`config.mk`:
```
export PLATFORM = sky130hd
export DESIGN_NAME = reg_bus_exchanger
export DESIGN_NICKNAME = d
export VERILOG_FILES = /design/src/rtl/bx_pkg.sv /design/src/rtl/bx_load_reg.sv /design/src/rtl/bx_return_reg.sv /design/src/rtl/bx_oe_reg.sv /design/src/rtl/bx_keeper.sv /design/src/rtl/reg_bus_exchanger.sv
export SDC_FILE = /design/constraint.sdc
export NUM_CORES = 1
export LEC_CHECK = 0
export ABC_AREA = 1
export BUFFER_PORTS_ARGS = -buffer_cell sky130_fd_sc_hd__buf_2
export CORE_MARGIN = 2
export CORE_UTILIZATION = 45
export CTS_CLUSTER_DIAMETER = 40
export DETAILED_ROUTE_END_ITERATION = 8
export GPL_TIMING_DRIVEN = 0
export PLACE_DENSITY = 0.74
export SYNTH_ARGS = -nofsm -noshare
export SYNTH_HDL_FRONTEND = slang
export SYNTH_SLANG_ARGS = --single-unit
export TNS_END_PERCENT = 20
```
`constraint.sdc`:
```
create_clock -name clk -period 2.1 [get_ports clk]
set_input_delay 0.21 -clock clk [delete_from_list [all_inputs] [get_ports clk]]
set_output_delay 0.21 -clock clk [all_outputs]
set_load 0.005 [all_outputs]
```
`src/rtl/bx_pkg.sv`:
```
// Shared definitions for the bus exchanger.
// Assumes three tristate ports, numbered in the order narrow, low half, high half.
package bx_pkg;
    localparam int NPORT = 3;
    localparam int NLANE = 2;

    typedef enum logic [1:0] {
        PORT_A  = 2'd0,
        PORT_B1 = 2'd1,
        PORT_B2 = 2'd2
    } port_idx_e;
endpackage

```
`src/rtl/bx_load_reg.sv`:
```
// One wide-side capture register with an active-low load strobe.
// Assumes a synchronous active-low reset; the strobe takes effect at the same edge.
module bx_load_reg #(
    parameter int WORD_W = 12
) (
    input  logic              clk,
    input  logic              rst_n,
    input  logic              ld_n,
    input  logic [WORD_W-1:0] d,
    output logic [WORD_W-1:0] q
);
    // Capture d when the strobe is low, otherwise hold.
    always_ff @(posedge clk) begin
        if (!rst_n)
            q <= '0;
        else if (!ld_n)
            q <= d;
    end
endmodule

```
`src/rtl/bx_return_reg.sv`:
```
// Narrow-side return register: reloads every edge from the selected wide half.
// Assumes pick=1 selects the low half; there is no hold term.
module bx_return_reg #(
    parameter int WORD_W = 12
) (
    input  logic              clk,
    input  logic              rst_n,
    input  logic              pick,
    input  logic [WORD_W-1:0] lo_half,
    input  logic [WORD_W-1:0] hi_half,
    output logic [WORD_W-1:0] q
);
    logic [WORD_W-1:0] next_w;

    // Choose the source half.
    always_comb next_w = pick ? lo_half : hi_half;

    // Load on every edge.
    always_ff @(posedge clk) begin
        if (!rst_n)
            q <= '0;
        else
            q <= next_w;
    end
endmodule

```
`src/rtl/bx_oe_reg.sv`:
```
// Registers the active-low output enables and presents active-high drive flags.
// Assumes reset must leave every driver off; without reset the state is unknown until an edge.
module bx_oe_reg #(
    parameter int N = 3
) (
    input  logic         clk,
    input  logic         rst_n,
    input  logic [N-1:0] oe_n,
    output logic [N-1:0] drive
);
    logic [N-1:0] oe_q;

    // Sample the enables; reset forces the disabled level.
    always_ff @(posedge clk) begin
        if (!rst_n)
            oe_q <= '1;
        else
            oe_q <= oe_n;
    end

    // Flip the polarity for the drive flags.
    always_comb drive = ~oe_q;
endmodule

```
`src/rtl/bx_keeper.sv`:
```
// Bus-hold model for one port: the line shows the driven data while driving,
// and otherwise the level that was last on the line.
// Assumes no other driver on the line is modelled.
module bx_keeper #(
    parameter int WORD_W = 12
) (
    input  logic              clk,
    input  logic              rst_n,
    input  logic              drive,
    input  logic [WORD_W-1:0] data,
    output logic [WORD_W-1:0] lvl
);
    logic [WORD_W-1:0] keep_q;

    // Line level: the driven data, or the kept value.
    always_comb lvl = drive ? data : keep_q;

    // Remember the level on the line at each edge.
    always_ff @(posedge clk) begin
        if (!rst_n)
            keep_q <= '0;
        else
            keep_q <= lvl;
    end
endmodule

```
`src/rtl/reg_bus_exchanger.sv`:
```
// Registered 12/24-bit bus exchanger top level.
// Two wide-side capture lanes, one narrow-side return register, registered
// output enables and one keeper per port. Assumes a single clock domain.
module reg_bus_exchanger #(
    parameter int WORD_W = 12
) (
    input  logic              clk,
    input  logic              rst_n,
    input  logic [WORD_W-1:0] a_in,
    input  logic [WORD_W-1:0] b1_in,
    input  logic [WORD_W-1:0] b2_in,
    input  logic              ld1_n,
    input  logic              ld2_n,
    input  logic              pick_1b,
    input  logic              a_oe_n,
    input  logic              b1_oe_n,
    input  logic              b2_oe_n,
    output logic [WORD_W-1:0] a_out,
    output logic              a_drive,
    output logic [WORD_W-1:0] b1_out,
    output logic              b1_drive,
    output logic [WORD_W-1:0] b2_out,
    output logic              b2_drive,
    output logic [WORD_W-1:0] a_lvl,
    output logic [WORD_W-1:0] b1_lvl,
    output logic [WORD_W-1:0] b2_lvl
);
    import bx_pkg::*;

    logic [NLANE-1:0]  lane_ld_n;
    logic [WORD_W-1:0] lane_q  [NLANE];
    logic [NPORT-1:0]  oe_n_vec;
    logic [NPORT-1:0]  drv_vec;
    logic [WORD_W-1:0] port_dat [NPORT];
    logic [WORD_W-1:0] port_lvl [NPORT];
    logic [WORD_W-1:0] ret_q;

    // Gather the lane strobes and the port enables.
    always_comb begin
        lane_ld_n         = {ld2_n, ld1_n};
        oe_n_vec[PORT_A]  = a_oe_n;
        oe_n_vec[PORT_B1] = b1_oe_n;
        oe_n_vec[PORT_B2] = b2_oe_n;
    end

    // Wide-side capture lanes, both fed from the narrow port.
    for (genvar g = 0; g < NLANE; g++) begin : g_lane
        bx_load_reg #(.WORD_W(WORD_W)) lane_i (
            .clk   (clk),
            .rst_n (rst_n),
            .ld_n  (lane_ld_n[g]),
            .d     (a_in),
            .q     (lane_q[g])
        );
    end

    bx_return_reg #(.WORD_W(WORD_W)) ret_i (
        .clk     (clk),
        .rst_n   (rst_n),
        .pick    (pick_1b),
        .lo_half (b1_in),
        .hi_half (b2_in),
        .q       (ret_q)
    );

    bx_oe_reg #(.N(NPORT)) oe_i (
        .clk   (clk),
        .rst_n (rst_n),
        .oe_n  (oe_n_vec),
        .drive (drv_vec)
    );

    // Route each port's data register to its keeper.
    always_comb begin
        port_dat[PORT_A]  = ret_q;
        port_dat[PORT_B1] = lane_q[0];
        port_dat[PORT_B2] = lane_q[1];
    end

    for (genvar p = 0; p < NPORT; p++) begin : g_keep
        bx_keeper #(.WORD_W(WORD_W)) keep_i (
            .clk   (clk),
            .rst_n (rst_n),
            .drive (drv_vec[p]),
            .data  (port_dat[p]),
            .lvl   (port_lvl[p])
        );
    end

    // Drive the output ports.
    always_comb begin
        a_out    = ret_q;
        b1_out   = lane_q[0];
        b2_out   = lane_q[1];
        a_drive  = drv_vec[PORT_A];
        b1_drive = drv_vec[PORT_B1];
        b2_drive = drv_vec[PORT_B2];
        a_lvl    = port_lvl[PORT_A];
        b1_lvl   = port_lvl[PORT_B1];
        b2_lvl   = port_lvl[PORT_B2];
    end
endmodule

```
==> impl_metrics.env, run 1 <==
export IMPL_outcome="finished clean"
export IMPL_vias_per_cell=4.23
export IMPL_ctsHoldBuffers=0
export IMPL_holdPathEnd="oe_i.oe_q[2]$_SDFF_PN1_"
export IMPL_seq_area_frac_synth=0.479
export IMPL_cts_path_max_buffers=2
export IMPL_detailedPlacementHpwl_um=5690
export IMPL_worstPathMaxFanout=10
export IMPL_async_reset_ff_frac=0
export IMPL_worstMarginPinSlew_ps=195
export IMPL_hold_path_class="input pin to flip-flop"
export IMPL_cts_tree="yes"
export IMPL_required_ps=1890
export IMPL_wl_per_cell_um=10.4
export IMPL_grt_pass1_vias=2634
export IMPL_drc=0
export IMPL_initial_core_util=0.464
export IMPL_numCtsBuffers=9
export IMPL_worstHoldStart="b2_oe_n"
export IMPL_dp_cells=684
export IMPL_layout_drive_gt1_share=0.265
export IMPL_netlist_instances=487
export IMPL_drv_slew=0
export IMPL_clockRootBuffer="clkbuf_8"
export IMPL_worstPathArrival_ps=1350
export IMPL_netlist_area_sq_um=3140
export IMPL_synth_warnings=0
export IMPL_rrSetupSlack_ps=1140
export IMPL_ios=119
export IMPL_rsz0062_at_grt="no"
export IMPL_syn_num_nets=531
export IMPL_synth_top_area_share=0.479
export IMPL_ir_worst_vdd_v=0.000434
export IMPL_synthTopCellsByArea="dfxtp_1, nand2_1, inv_1, nor2_1, buf_2"
export IMPL_core_area_sq_um=6760
export IMPL_gp_congestion=0.907
export IMPL_grt_pass1_wl_um=11500
export IMPL_dr_pass1_iters=4
export IMPL_fin_setup_tns_ps=0
export IMPL_synth_cell_type_count=12
export IMPL_dieArea_sq_um=7650
export IMPL_clk_pin_slew_ps=70
export IMPL_num_vias=2959
export IMPL_synth_avg_cell_area_sq_um=6.44
export IMPL_post_cts_resized=0
export IMPL_synth_top_cells_by_count="nand2_1, inv_1, nor2_1"
export IMPL_setup_viol_count_final=0
export IMPL_fin_nets=659
export IMPL_startpoint_type="flip-flop"
export IMPL_drt_initial_drc_count=97
export IMPL_power_leakage_nw=2.52
export IMPL_cts_sinks=75
export IMPL_overflow=0
export IMPL_skew_ps=12.1
export IMPL_wirelength_um=7260
export IMPL_crit_path_end_kind="output port"
export IMPL_rows=30
export IMPL_ant_nets=0
export IMPL_clk_latency_ps=340
export IMPL_instances_no_fill=699
export IMPL_hold_viol_final=0
export IMPL_yosys_register_bits=75
export IMPL_synth_top_flop_cell="dfxtp_1"
export IMPL_r2r_start="oe_i.oe_q[0]$_SDFF_PN1_"
export IMPL_die_width_um=87.5
export IMPL_area_delta_synth_final_pct=28.7
export IMPL_yosys_area_top_type="dfxtp_1"
export IMPL_die_h_um=87.5
export IMPL_r2r_cells=5
export IMPL_final_min_clock_period_ps=1560
export IMPL_whs_ps=53.0
export IMPL_htree_levels=3
export IMPL_hold_path_depth=2
export IMPL_antennaDiodeCount=0
export IMPL_yosysMostFrequentCell="nand2_1"
export IMPL_cap_violations=0
export IMPL_fmax_mhz=643
export IMPL_track_usage=0.193
export IMPL_synth_edf_count=0
export IMPL_regToRegEndpoint="g_keep[0].keep_i.keep_q[3]$_SDFF_PN0_"
export IMPL_final_period_utilization=0.741
export IMPL_grt_max_degree=13
export IMPL_cts_setup_buffers=0
export IMPL_path_class="flip-flop to output port"
export IMPL_timing_slew_headroom=0.870
export IMPL_p_per_area_nw_per_um2=810
export IMPL_io_buffers=117
export IMPL_n_fill_cell=666
export IMPL_antenna_found_initial=0
flip-flops by register name (all words and copies together), names as in the netlist:
| signal | count |
|---|---|
| g_lane.lane_i.q | 24 |
| ret_i.q | 12 |
| oe_i.oe_q | 3 |
| g_keep.keep_i.keep_q | 36 |
worst max-delay path by stage:
stage                to  cells after the start  slack, ps                     from
2_1_floorplan  a_lvl[1]                      5       1120  oe_i.oe_q[0]$_SDFF_PN1_
3_3_place_gp   a_lvl[9]                      6        920  oe_i.oe_q[0]$_SDFF_PN1_
3_5_place_dp   a_lvl[3]                      6        920  oe_i.oe_q[0]$_SDFF_PN1_
4_1_cts        a_lvl[3]                      6        540  oe_i.oe_q[0]$_SDFF_PN1_
5_1_grt        a_lvl[4]                      6        440  oe_i.oe_q[0]$_SDFF_PN1_
6_report       a_lvl[3]                      6        540  oe_i.oe_q[0]$_SDFF_PN1_
metal layers:
| layer | wire (um) | share of wire | GRT usage |
|---|---|---|---|
| met5 | 0 | 0 | 0 |
| met4 | 142 | 0.020 | 0.0867 |
| met3 | 293 | 0.040 | 0.0398 |
| met2 | 3520 | 0.48 | 0.323 |
| met1 | 3300 | 0.45 | 0.240 |
metrics by stage:
step                      worst slack, ps  total power, W   util  instance area (sq um)
after CTS                             543         0.00330  0.597                   4040
after detailed placement              925         0.00210  0.566                   3820
final                                 545         0.00327  0.597                   4040
after global placement                924         0.00209  0.566                   3820
after global routing                  445         0.00344  0.597                   4040
after floorplan                      1120         0.00188      -                   3140
report_power, final:
part           switching, W  internal, W  leakage [nW]
clock network      0.000510     0.000699         0.110
registers         0.0000378      0.00152         0.622
logic              0.000289     0.000217          1.79
cells by family after synthesis:
group,Yosys count,share of synthesized area
and+or+nand+nor,267,0.330
buffers and inverters,133,0.172
DFF,75,0.479
AOI/OAI and AO/OA,12,0.0192
critical path: stages, from the launching register on:
cell	delay (ps)
dfxtp_1	330
inv_1	100
buf_2	220
nand2_1	80
nand2_1	100
inv_1	50
buf_2	130
cells in the final DEF, fill, tap and decap left out, drive strengths merged:
cell,instances
or2,3
dfxtp,75
o21ai,12
clkbuf,12
nand2,156
nor2,108
bufinv,2
buf,136
inv,114
clkinv,1
area by class of cell:
class	instances	area [sq um]	share of cell area
Sequential cell	75	1500	0.372
Multi-Input combinational cell	279	1090	0.271
Timing Repair Buffer	117	586	0.145
Inverter	113	424	0.105
Clock buffer	11	141	0.0350
Buffer	20	115	0.0285
Tap cell	80	100	0.0248
Clock inverter	4	73.8	0.0183
Note: power is estimated with default switching activity, not from simulation.
==> inputs of run 2 (changes only) <==
--- a/config.mk
+++ b/config.mk
@@ -5,14 +5,14 @@
 export SDC_FILE = /design/constraint.sdc
 export NUM_CORES = 1
 export LEC_CHECK = 0
-export ABC_AREA = 1
+export ABC_AREA = 0
 export BUFFER_PORTS_ARGS = -buffer_cell sky130_fd_sc_hd__buf_2
 export CORE_MARGIN = 2
 export CORE_UTILIZATION = 45
 export CTS_CLUSTER_DIAMETER = 40
 export DETAILED_ROUTE_END_ITERATION = 8
 export GPL_TIMING_DRIVEN = 0
-export PLACE_DENSITY = 0.74
+export PLACE_DENSITY = 0.75
 export SYNTH_ARGS = -nofsm -noshare
 export SYNTH_HDL_FRONTEND = slang
 export SYNTH_SLANG_ARGS = --single-unit
==> constraint.sdc (replaced) <==
create_clock -name clk -period 1.6 [get_ports clk]
set_input_delay 0.16 -clock clk [delete_from_list [all_inputs] [get_ports clk]]
set_output_delay 0.16 -clock clk [all_outputs]
set_load 0.005 [all_outputs]
==> impl_metrics.env, run 2 <==
export IMPL_outcome="finished clean"
export IMPL_clk_pin_slew_ps=80
export IMPL_final_min_clock_period_ps=1510
export IMPL_hold_path_class="input pin to flip-flop"
export IMPL_yosys_area_top_type="dfxtp_1"
export IMPL_antennaDiodeCount=0
export IMPL_io_buffers=117
export IMPL_synth_top_flop_cell="dfxtp_1"
export IMPL_required_ps=1440
export IMPL_drt_initial_drc_count=56
export IMPL_initial_core_util=0.464
export IMPL_track_usage=0.183
export IMPL_worstPathArrival_ps=1350
export IMPL_rrSetupSlack_ps=450
export IMPL_cts_path_max_buffers=2
export IMPL_worstMarginPinSlew_ps=492
export IMPL_regMostFlops="g_keep.keep_i.keep_q"
export IMPL_power_leakage_nw=2.01
export IMPL_grt_max_degree=13
export IMPL_htree_levels=3
export IMPL_overflow=0
export IMPL_synth_top_cells_by_count="dfxtp_1, mux2i_1, nor2b_1"
export IMPL_p_per_area_nw_per_um2=992
export IMPL_dieArea_sq_um=7210
export IMPL_n_fill_cell=543
export IMPL_ant_nets=0
export IMPL_gp_congestion=0.752
export IMPL_antenna_found_initial=0
export IMPL_startpoint_type="flip-flop"
export IMPL_seq_area_frac_synth=0.510
export IMPL_area_delta_synth_final_pct=29.5
export IMPL_wirelength_um=6410
export IMPL_synth_area_mux_share=0.295
export IMPL_drv_slew=0
export IMPL_synth_top_family_by_area="multiplexers"
export IMPL_power_w=0.00378
export IMPL_regArea_sq_um=1510
export IMPL_r2r_start="oe_i.oe_q[1]$_SDFF_PN1_"
export IMPL_async_reset_ff_frac=0
export IMPL_largest_reg_flops=36
export IMPL_synthAdderAreaFrac=0
export IMPL_synth_top_area_share=0.510
export IMPL_largestRegisters="g_keep.keep_i.keep_q (36), g_lane.lane_i.q (24), ret_i.q (12)"
export IMPL_yosys_area_share_simple=0.162
export IMPL_num_vias=2073
export IMPL_wl_per_cell_um=14.3
export IMPL_core_area_sq_um=6350
export IMPL_syn_num_nets=283
export IMPL_hold_viol_final=0
export IMPL_final_period_utilization=0.946
export IMPL_numCtsBuffers=9
export IMPL_path_class="flip-flop to output port"
export IMPL_grt_pass1_vias=2080
export IMPL_drc=0
export IMPL_regToRegEndpoint="g_keep[1].keep_i.keep_q[2]$_SDFF_PN0_"
export IMPL_clk_latency_ps=330
export IMPL_multiInputGateArea_sq_um=1340
export IMPL_fin_setup_tns_ps=0
export IMPL_grt_pass1_wl_um=10300
export IMPL_timing_slew_headroom=0.672
export IMPL_setup_slack_ps=85.9
export IMPL_vias_per_cell=4.62
export IMPL_die_width_um=84.9
export IMPL_rsz0062_at_grt="no"
export IMPL_r2r_cells=3
export IMPL_fin_nets=411
export IMPL_ir_worst_vdd_v=0.000626
export IMPL_die_h_um=84.9
export IMPL_detailedPlacementHpwl_um=4670
export IMPL_setup_viol_count_final=0
export IMPL_rows=29
export IMPL_clockRootBuffer="clkbuf_8"
export IMPL_setup_worst_path_start="oe_i.oe_q[1]$_SDFF_PN1_"
export IMPL_synth_edf_count=0
export IMPL_synth_cell_type_count=13
export IMPL_ios=119
export IMPL_netlist_instances=239
export IMPL_dr_pass1_iters=4
export IMPL_synth_avg_cell_area_sq_um=12.3
export IMPL_worstSetupEndpoint="b1_lvl[10]"
export IMPL_cts_sinks=75
export IMPL_skew_ps=8.81
export IMPL_synth_warnings=0
export IMPL_synth_xor_area_frac=0
export IMPL_netlist_area_sq_um=2940
export IMPL_layout_common_cells="buf_2, dfxtp_1, mux2i_1, nor2b_1, and2_1"
export IMPL_worstPathMaxFanout=10
export IMPL_cts_setup_buffers=0
export IMPL_cap_violations=0
export IMPL_yosysMostFrequentCell="dfxtp_1"
export IMPL_fmax_mhz=660
export IMPL_dp_slack_ps=367
export IMPL_crit_path_end_kind="output port"
export IMPL_layout_drive_gt1_share=0.487
export IMPL_yosys_register_bits=75
export IMPL_synth_compound_area_frac=0
export IMPL_cts_tree="yes"
export IMPL_synthTopCellsByArea="dfxtp_1, mux2_4, mux2i_1, nor2b_1, and2_1"
export IMPL_final_common_cell="buf_2"
[run 2: metal layers]
metal  wire length, um  share of wire  track usage
met5                 0              0            0
met4                89          0.014       0.0649
met3               222          0.035       0.0360
met2              3150           0.49        0.301
met1              2940           0.46        0.240
[run 2: metrics by stage]
stage                util  hold slack (ps)  cells  cell area (sq um)
CTS                 0.600             5.73    449               3810
finish              0.601             14.0    449               3810
floorplan               -              261    239               2940
global placement    0.571              344    433               3630
detailed placement  0.571              351    433               3630
global route        0.601             15.0    449               3810
[run 2: cells by family (layout without fill, tap and decap cells)]
family                 Yosys count  after routing
AND/OR/NAND/NOR                 75             75
buffers and inverters           17            150
flip-flops                      75             75
multiplexers                    72             72
[run 2: worst min-delay path by stage]
stage | cells after the start | from | to
6_report | 2 | b2_oe_n | oe_i.oe_q[2]$_SDFF_PN1_
5_1_grt | 2 | b2_oe_n | oe_i.oe_q[2]$_SDFF_PN1_
4_1_cts | 2 | b2_oe_n | oe_i.oe_q[2]$_SDFF_PN1_
3_5_place_dp | 2 | b2_oe_n | oe_i.oe_q[2]$_SDFF_PN1_
3_3_place_gp | 2 | b2_oe_n | oe_i.oe_q[2]$_SDFF_PN1_
2_1_floorplan | 1 | a_oe_n | oe_i.oe_q[0]$_SDFF_PN1_
[run 2: where the power goes]
part           switching, W  total (W)  internal (W)  leakage [nW]
clock network      0.000678    0.00132      0.000644        0.0884
logic              0.000197   0.000460      0.000263          1.31
registers         0.0000482    0.00200       0.00195         0.614
[run 2: timing repair]
action | CTS | global route
hold buffers | 0 | 0
endpoints found under the setup margin | 2 | 27
gates resized for setup | 1 | 3
cloned | 0 | 0
[run 2: area by class of cell]
cell class / count / area share
multi-input combinational: 147 / 0.352
clock buffer: 12 / 0.0407
inverter: 3 / 0.00295
buffer: 14 / 0.0240
tap: 77 / 0.0253
timing repair buffer: 117 / 0.154
clock inverter: 4 / 0.00656
sequential: 75 / 0.395
[run 2: worst max-delay path: stages (launching register included)]
cell and delay [ps]:
dfxtp_2 380, buf_6 200, mux2_4 310, buf_2 140
==> inputs of run 3 (changes only) <==
--- a/config.mk
+++ b/config.mk
@@ -5,14 +5,15 @@
 export SDC_FILE = /design/constraint.sdc
 export NUM_CORES = 1
 export LEC_CHECK = 0
-export ABC_AREA = 0
+export ABC_AREA = 1
 export BUFFER_PORTS_ARGS = -buffer_cell sky130_fd_sc_hd__buf_2
 export CORE_MARGIN = 2
 export CORE_UTILIZATION = 45
 export CTS_CLUSTER_DIAMETER = 40
 export DETAILED_ROUTE_END_ITERATION = 8
+export GPL_ROUTABILITY_DRIVEN = 0
 export GPL_TIMING_DRIVEN = 0
-export PLACE_DENSITY = 0.75
+export PLACE_DENSITY = 0.73
 export SYNTH_ARGS = -nofsm -noshare
 export SYNTH_HDL_FRONTEND = slang
 export SYNTH_SLANG_ARGS = --single-unit
==> impl_metrics.env, run 3 (synthesis gave the netlist of run 1 again) <==
export IMPL_layout_drive_gt1_share=0.265
export IMPL_worstHoldStart="a_oe_n"
export IMPL_wl_met3_um=365
export IMPL_overflow=0
export IMPL_clockRootBuffer="clkbuf_8"
export IMPL_multiInputGateArea_sq_um=1090
export IMPL_worstMarginPinSlew_ps=201
export IMPL_antenna_found_initial=0
export IMPL_regMostFlops="g_keep.keep_i.keep_q"
export IMPL_cts_sinks=75
export IMPL_grt_max_degree=13
export IMPL_worst_path_largest_cell_delay_ps=330
export IMPL_final_common_cell="nand2_1"
export IMPL_cts_setup_buffers=0
export IMPL_hold_viol_final=0
export IMPL_cap_violations=0
export IMPL_skew_ps=11.7
export IMPL_wirelength_um=7250
export IMPL_rrSetupSlack_ps=640
export IMPL_power_leakage_nw=2.54
export IMPL_timing_slew_headroom=0.865
export IMPL_area_delta_synth_final_pct=30.3
export IMPL_antennaDiodeCount=0
export IMPL_grt_pass1_vias=2693
export IMPL_regToRegEndpoint="g_keep[2].keep_i.keep_q[7]$_SDFF_PN0_"
export IMPL_initial_core_util=0.464
export IMPL_setup_viol_count_final=0
export IMPL_dr_pass1_iters=4
export IMPL_rows=30
export IMPL_cts_tree="yes"
export IMPL_fin_nets=661
export IMPL_dp_slack_ps=450
export IMPL_wl_met2_um=3450
export IMPL_hold_path_depth=2
export IMPL_io_buffers=117
export IMPL_r2r_cells=5
export IMPL_vias_per_cell=4.21
export IMPL_r2r_start="oe_i.oe_q[2]$_SDFF_PN1_"
export IMPL_setup_slack_ps=116
export IMPL_n_fill_cell=666
export IMPL_htree_levels=3
export IMPL_startpoint_type="flip-flop"
export IMPL_slowest_stage="dfxtp_1"
export IMPL_p_per_area_nw_per_um2=1080
export IMPL_whs_ps=22.7
export IMPL_final_period_utilization=0.927
export IMPL_detailedPlacementHpwl_um=5730
export IMPL_ios=119
export IMPL_final_min_clock_period_ps=1480
export IMPL_path_class="flip-flop to output port"
export IMPL_worstPathMaxFanout=10
export IMPL_ant_nets=0
export IMPL_path_cells="inv_1 -> clkbuf_4 -> nand2_1 -> nand2_1 -> inv_1 -> buf_2"
export IMPL_die_width_um=87.5
export IMPL_holdPathEnd="oe_i.oe_q[0]$_SDFF_PN1_"
export IMPL_core_area_sq_um=6760
export IMPL_largest_reg_flops=36
export IMPL_numCtsBuffers=9
export IMPL_largestRegisters="g_keep.keep_i.keep_q (36), g_lane.lane_i.q (24), ret_i.q (12)"
export IMPL_die_h_um=87.5
export IMPL_power_w=0.00440
export IMPL_crit_path_end_kind="output port"
export IMPL_drv_slew=0
export IMPL_top_layer="met4"
export IMPL_wl_per_cell_um=10.3
export IMPL_drt_initial_drc_count=91
export IMPL_grt_pass1_wl_um=11800
export IMPL_cts_path_max_buffers=2
export IMPL_required_ps=1440
export IMPL_fmax_mhz=674
export IMPL_clk_latency_ps=330
export IMPL_drc=0
export IMPL_fin_setup_tns_ps=0
export IMPL_ir_worst_vdd_v=0.000543
export IMPL_worstPathArrival_ps=1320
export IMPL_layout_common_cells="nand2_1, buf_2, inv_1"
export IMPL_hold_path_class="input pin to flip-flop"
export IMPL_rsz0062_at_grt="no"
export IMPL_clk_pin_slew_ps=80
export IMPL_num_vias=2958
export IMPL_regArea_sq_um=1500
export IMPL_track_usage=0.197
export IMPL_dieArea_sq_um=7650
export IMPL_outcome="finished clean"
export IMPL_wl_met1_um=3370
## run 3: report_power, final
group | switching [W] | total [W] | leakage, nW | internal (W)
Clock | 0.000674 | 0.00169 | 0.120 | 0.00101
Sequential | 0.0000505 | 0.00204 | 0.622 | 0.00199
Combinational | 0.000379 | 0.000668 | 1.80 | 0.000289
Total | 0.00110 | 0.00440 | 2.54 | 0.00329
## run 3: worst max-delay path by stage
| stage | from | end | slack (ps) |
|---|---|---|---|
| 6_report | oe_i.oe_q[0]$_SDFF_PN1_ | a_lvl[6] | 120 |
| 5_1_grt | oe_i.oe_q[2]$_SDFF_PN1_ | b2_lvl[7] | 5 |
| 4_1_cts | oe_i.oe_q[0]$_SDFF_PN1_ | a_lvl[6] | 60 |
| 3_5_place_dp | oe_i.oe_q[0]$_SDFF_PN1_ | a_lvl[6] | 450 |
| 3_3_place_gp | oe_i.oe_q[0]$_SDFF_PN1_ | a_lvl[6] | 470 |
| 2_1_floorplan | oe_i.oe_q[0]$_SDFF_PN1_ | a_lvl[1] | 670 |
## run 3: worst max-delay path: cells and delay by family, from the launching register on
kind | cells | cell delay [ps]
buffers and inverters | 4 | 490
DFF | 1 | 330
and+or+nand+nor | 2 | 160
## run 3: layout make-up
type	instances	share of cell area
Inverter	113	0.104
Buffer	20	0.0300
Multi-Input combinational cell	279	0.268
Timing Repair Buffer	119	0.148
Clock inverter	3	0.0168
Clock buffer	13	0.0413
Sequential cell	75	0.367
Tap cell	80	0.0245
## run 3: routing by layer
metal,track usage,vias to the layer above
met3,0.0559,6
met2,0.331,59
met4,0.0713,0
met1,0.238,1276
li1,-,1617
met5,0,-
## run 3: timing repair
action,4_1_cts,5_1_grt
gates resized for setup,0,3
endpoints found under the setup margin,0,10
hold buffers,2,0
hold endpoints to repair,2,0
## run 3: stage by stage
stage | std cells | util | instance area (sq um)
after global placement | 684 | 0.566 | 3820
after global routing | 702 | 0.605 | 4090
after detailed placement | 684 | 0.566 | 3820
after floorplan | 487 | - | 3140
after CTS | 702 | 0.604 | 4080
final | 702 | 0.605 | 4090
